File: src/rtl/ext_rst_pulse_pkg.sv
package ext_rst_pulse_pkg;
  localparam int REG_W   = 32;
  localparam int KEY_W   = 8;
  localparam logic [KEY_W-1:0] KEY_POL_HIGH = 8'hA5;
  localparam logic [KEY_W-1:0] KEY_POL_LOW  = 8'h5A;
  localparam logic [KEY_W-1:0] KEY_DRV_PP   = 8'hA8;
  localparam logic [KEY_W-1:0] KEY_DRV_OD   = 8'h8A;
endpackage

File: src/rtl/ext_rst_pulse_cfg.sv
module ext_rst_pulse_cfg
  import ext_rst_pulse_pkg::*;
#(
  parameter int LEN_W   = 20,
  parameter int LEN_RST = 255
) (
  input  logic             clk,
  input  logic             rst_n,
  input  logic             we,
  input  logic [REG_W-1:0] wdata,
  output logic [REG_W-1:0] rdata,
  output logic [LEN_W-1:0] len,
  output logic             pol_high,
  output logic             push_pull
);
  localparam int PAD_W = REG_W - 2 - LEN_W;

  logic [KEY_W-1:0] key;
  logic [LEN_W-1:0] len_q;
  logic             pol_q, pp_q;

  assign key = wdata[REG_W-1 -: KEY_W];

  always_ff @(posedge clk or negedge rst_n) begin
    if (!rst_n) begin
      len_q <= LEN_W'(LEN_RST);
      pol_q <= 1'b0;
      pp_q  <= 1'b0;
    end else if (we) begin
      len_q <= wdata[LEN_W-1:0];
      if (key == KEY_POL_HIGH) pol_q <= 1'b1;
      else if (key == KEY_POL_LOW) pol_q <= 1'b0;
      if (key == KEY_DRV_PP) pp_q <= 1'b1;
      else if (key == KEY_DRV_OD) pp_q <= 1'b0;
    end
  end

  assign len       = len_q;
  assign pol_high  = pol_q;
  assign push_pull = pp_q;
  assign rdata     = {pol_q, pp_q, {PAD_W{1'b0}}, len_q};


  len_store_chk: assert property (@(posedge clk) disable iff (!rst_n)
    we |=> len_q == $past(wdata[LEN_W-1:0]));

  pol_guard_chk: assert property (@(posedge clk) disable iff (!rst_n)
    !(we && (key == KEY_POL_HIGH || key == KEY_POL_LOW)) |=> $stable(pol_q));

  drv_guard_chk: assert property (@(posedge clk) disable iff (!rst_n)
    !(we && (key == KEY_DRV_PP || key == KEY_DRV_OD)) |=> $stable(pp_q));
endmodule

File: src/rtl/ext_rst_pulse_timer.sv
module ext_rst_pulse_timer #(
  parameter int LEN_W = 20
) (
  input  logic             clk,
  input  logic             rst_n,
  input  logic             tick,
  input  logic             fire,
  input  logic [LEN_W-1:0] len,
  output logic             active
);
  logic [LEN_W-1:0] cnt_q;
  logic             active_q;
  logic             last_tick;

  assign last_tick = tick && (cnt_q == '0);

  always_ff @(posedge clk or negedge rst_n) begin
    if (!rst_n) begin
      active_q <= 1'b0;
      cnt_q    <= '0;
    end else if (!active_q) begin
      if (fire) begin
        active_q <= 1'b1;
        cnt_q    <= len;
      end
    end else if (tick) begin
      if (cnt_q == '0) active_q <= 1'b0;
      else             cnt_q    <= cnt_q - 1'b1;
    end
  end

  assign active = active_q;


  start_chk: assert property (@(posedge clk) disable iff (!rst_n)
    !active_q && fire |=> active_q && cnt_q == $past(len));

  hold_chk: assert property (@(posedge clk) disable iff (!rst_n)
    active_q && !last_tick |=> active_q);

  end_chk: assert property (@(posedge clk) disable iff (!rst_n)
    active_q && last_tick |=> !active_q);

  no_reload_chk: assert property (@(posedge clk) disable iff (!rst_n)
    active_q && !tick |=> $stable(cnt_q));
endmodule

File: src/rtl/ext_rst_pulse_pad.sv
module ext_rst_pulse_pad (
  input  logic clk,
  input  logic rst_n,
  input  logic active,
  input  logic pol_high,
  input  logic push_pull,
  output logic line,
  output logic line_oe
);
  always_comb begin
    line    = active ? pol_high : !pol_high;
    line_oe = push_pull || active;
  end


  od_release_chk: assert property (@(posedge clk) disable iff (!rst_n)
    !push_pull && !active |-> !line_oe);

  pp_drive_chk: assert property (@(posedge clk) disable iff (!rst_n)
    push_pull |-> line_oe);

  level_chk: assert property (@(posedge clk) disable iff (!rst_n)
    active |-> line == pol_high);
endmodule

File: src/rtl/ext_rst_pulse.sv
module ext_rst_pulse
  import ext_rst_pulse_pkg::*;
#(
  parameter int LEN_W   = 20,
  parameter int LEN_RST = 255
) (
  input  logic             clk,
  input  logic             rst_n,
  input  logic             us_tick,
  input  logic             cfg_we,
  input  logic [REG_W-1:0] cfg_wdata,
  output logic [REG_W-1:0] cfg_rdata,
  input  logic             trigger,
  output logic             busy,
  output logic             rst_line,
  output logic             rst_line_oe
);
  logic [LEN_W-1:0] len;
  logic             pol_high, push_pull, active;

  ext_rst_pulse_cfg #(.LEN_W(LEN_W), .LEN_RST(LEN_RST)) u_cfg (
    .clk(clk), .rst_n(rst_n), .we(cfg_we), .wdata(cfg_wdata),
    .rdata(cfg_rdata), .len(len), .pol_high(pol_high), .push_pull(push_pull)
  );

  ext_rst_pulse_timer #(.LEN_W(LEN_W)) u_timer (
    .clk(clk), .rst_n(rst_n), .tick(us_tick), .fire(trigger),
    .len(len), .active(active)
  );

  ext_rst_pulse_pad u_pad (
    .clk(clk), .rst_n(rst_n), .active(active), .pol_high(pol_high),
    .push_pull(push_pull), .line(rst_line), .line_oe(rst_line_oe)
  );

  assign busy = active;
endmodule

File: config.mk
export PLATFORM = sky130hd
export DESIGN_NAME = ext_rst_pulse
export DESIGN_NICKNAME = d
export VERILOG_FILES = /design/src/rtl/ext_rst_pulse_pkg.sv /design/src/rtl/ext_rst_pulse_cfg.sv /design/src/rtl/ext_rst_pulse_timer.sv /design/src/rtl/ext_rst_pulse_pad.sv /design/src/rtl/ext_rst_pulse.sv
export SDC_FILE = /design/constraint.sdc
export NUM_CORES = 1
export LEC_CHECK = 0
export BUFFER_PORTS_ARGS = -buffer_cell sky130_fd_sc_hd__buf_2
export CORE_UTILIZATION = 56
export DETAILED_ROUTE_END_ITERATION = 10
export PLACE_DENSITY = 0.85
export SLEW_MARGIN = 20
export SYNTH_ARGS = -nofsm -noshare
export SYNTH_HDL_FRONTEND = slang
export SYNTH_HIERARCHICAL = 1
export SYNTH_SLANG_ARGS = --single-unit
export TNS_END_PERCENT = 100
File: constraint.sdc
create_clock -name clk -period 3.5 [get_ports clk]
set_input_delay 0.35 -clock clk [delete_from_list [all_inputs] [get_ports clk]]
set_output_delay 0.35 -clock clk [all_outputs]
set_load 0.02 [all_outputs]
==> flow_summary.yaml <==
synthesis:
  synth_enable_flop_cells: 0
  synth.top_cell.area_share: 0.349
  yosysMostFrequentCell: "dfrtp_1"
  yosys-top-cells-count: "dfrtp_1 (35), buf_4 (33), nand2_1 (23)"
  synth-seq-area-share: 0.432
  ys_types: 52
  synth.cell_area_mm2: 0.00251
  synth_area_leader_cell: "dfrtp_1"
  synthFlopType: "dfrtp_1"
  syn_inst: 254
  synth.avg_cell_area_um2: 9.89
  synth_area_leaders: "dfrtp_1 (35%), buf_4 (9.9%), mux2_2 (9.0%)"
  synth_seq_cells: 43
  synthArstFlopShare: 1.00
  yosysWarnings: 6
power:
  p_per_area_mw_per_mm2: 535
  ir_drop_mv: 0.349
  totalPowerFinal_mw: 1.45
  p_leak_nw: 1.17
die:
  rows: 23
  io_pins: 72
  fp.dieH_um: 69.0
  chipWidth_um: 69.0
  core_area_mm2: 0.00414
  start_util: 0.606
  dieArea_mm2: 0.00476
critical_path:
  critical_path_required_ns: 3.68
  criticalPathCategory: "register to register"
  end_kind: "register"
  reg2reg_from: "u_timer/cnt_q[4]"
  cp.arrival_ns: 2.49
  regToRegEndpoint: "u_timer/cnt_q[19]"
  cp_max_fo: 17
  startpoint_type: "register"
  reg2reg_depth: 5
  reg2reg_slack_ns: 1.19
final_layout:
  area_delta_synth_final_pct: 7.67
  layout.nets: 325
  drive_gt1_frac: 0.362
  antenna_cells: 0
  finalInstanceArea_mm2: 0.00271
cts:
  post_cts_resized: 0
  cts_setup_buffers: 0
  clk_path_buf_depth: 2
  clock_latency_ns: 0.29
  root_buffer: "clkbuf_8"
  h-tree-depth: 2
  cts.sinks: 43
  cts_tree: "yes"
  cts-hold-fix-buffers: 0
  numCtsBuffers: 5
  path_clk_slew_ns: 0.08
placed_design:
  hpwl_mm: 3.58
  io_buffers: 57
  placed_area_mm2: 0.00261
  routabilityCongestion: 0.892
timing:
  setup_viol: 0
  drv_slew: 0
  fin_crit_ns: 2.31
  worst_pin_slew_ns: 0.933
  rsz0062_at_grt: "false"
  layout_worst_path_cycle_share: 0.659
  relSlewSlack: 0.378
  clock.fmax_mhz: 434
  skew_ns: 0.00848
  hold_viol_final: 0
  tns_ns: 0
global_route:
  grt_max_degree: 44
  antenna_found_initial: 0
  grt_pass1_wl_mm: 8.07
  grt_usage: 0.232
  globalRouteOverflowTotal: 0
  grt_pass1_vias: 1827
route:
  vias_per_cell: 5.96
  routedWlPerCell_um: 14.9
  drt_wl_total_mm: 5.03
  drc_errors: 0
  route.vias.total: 2009
  drtPass1Iterations: 6
  drtAntennaViolNets: 0
  drt_iter0_drc: 116
outcome:
  outcome: "finished, final reports clean"
run:
  cap_violations: 0
worst_hold_path:
  hold_class: "primary input to asynchronous set/reset pin"
==> flip-flops by register name, summed over array words and instances, names as in the netlist <==
name / cells
u_cfg/len: 20
u_timer/active: 1
u_cfg/pol_high: 1
u_timer/cnt_q: 20
u_cfg/push_pull: 1
==> worst max path at each step <==
stage	from	to	slack (ns)	cells past startpoint
after floorplan	u_timer/cnt_q[8]	u_timer/cnt_q[19]	1.77	5
after global routing	u_timer/cnt_q[4]	u_timer/cnt_q[19]	1.01	5
after CTS	u_timer/cnt_q[4]	u_timer/cnt_q[19]	1.23	5
after global placement	u_timer/cnt_q[4]	u_timer/cnt_q[19]	1.31	5
final	u_timer/cnt_q[4]	u_timer/cnt_q[19]	1.19	5
after detailed placement	u_timer/cnt_q[4]	u_timer/cnt_q[19]	1.24	5
==> critical path, stage by stage (launching register included) <==
cell and delay [ns]:
dfrtp_1 0.46, nor3_2 0.43, nand3_1 0.30, o31ai_4 0.62, nor4_1 0.11, a221o_1 0.28
==> placed cells by master, fill, tap and decap left out, types with 7 or more instances in the layout <==
cell type  count
buf_2         57
dfrtp_1       35
nand2_1       23
mux2_2        20
a21oi_1       20
o21ai_0       17
nor2_1        13
conb_1        10
nor4_1         9
dfstp_2        8
nor3_1         7
==> metal layers <==
layer | up-vias | wire length (um) | GRT usage
met5 | - | 0 | 0
met4 | 0 | 78 | 0.105
met3 | 10 | 409 | 0.0313
met2 | 96 | 2550 | 0.410
met1 | 954 | 1990 | 0.278
li1 | 949 | - | -
==> cell type report <==
| class | instances | area [um^2] |
|---|---|---|
| clock buffers | 7 | 86.3 |
| well taps | 50 | 62.6 |
| flip-flops and latches | 43 | 1090 |
| inverters | 3 | 11.3 |
| fillers | 334 | 1440 |
| clock inverters | 1 | 5.00 |
| multi-input cells | 175 | 1160 |
| repair buffers | 58 | 293 |
==> logic make-up (layout without fill, tap and decap cells) <==
family | count (synthesis) | in the layout | synth area share
AOI/OAI and AO/OA | 63 | 63 | 0.158
xor gates and xnor gates | 1 | 1 | 0.00349
adders and majority gates | 2 | 2 | 0.00996
buffers and inverters | 45 | 69 | 0.119
DFF | 43 | 43 | 0.432
muxes | 21 | 21 | 0.0936
other | 1 | 10 | 0.00149
and+or+nand+nor | 78 | 78 | 0.182
==> per-stage QoR <==
step | hold WS, ns | setup slack (ns) | util | cells
after detailed placement | 0.516 | 1.24 | 0.631 | 329
after CTS | 0.227 | 1.23 | 0.653 | 337
after global placement | 0.506 | 1.31 | 0.631 | 329
after floorplan | 0.0544 | 1.77 | - | 263
after global routing | 0.248 | 1.01 | 0.653 | 337
final | 0.199 | 1.19 | 0.653 | 337
==> where the power goes <==
group          leakage [nW]  internal, mW  switching, mW
clock                0.0482         0.159          0.161
sequential            0.506         0.605          0.130
combinational         0.618         0.164          0.228
(Power assumes the default switching activity.)
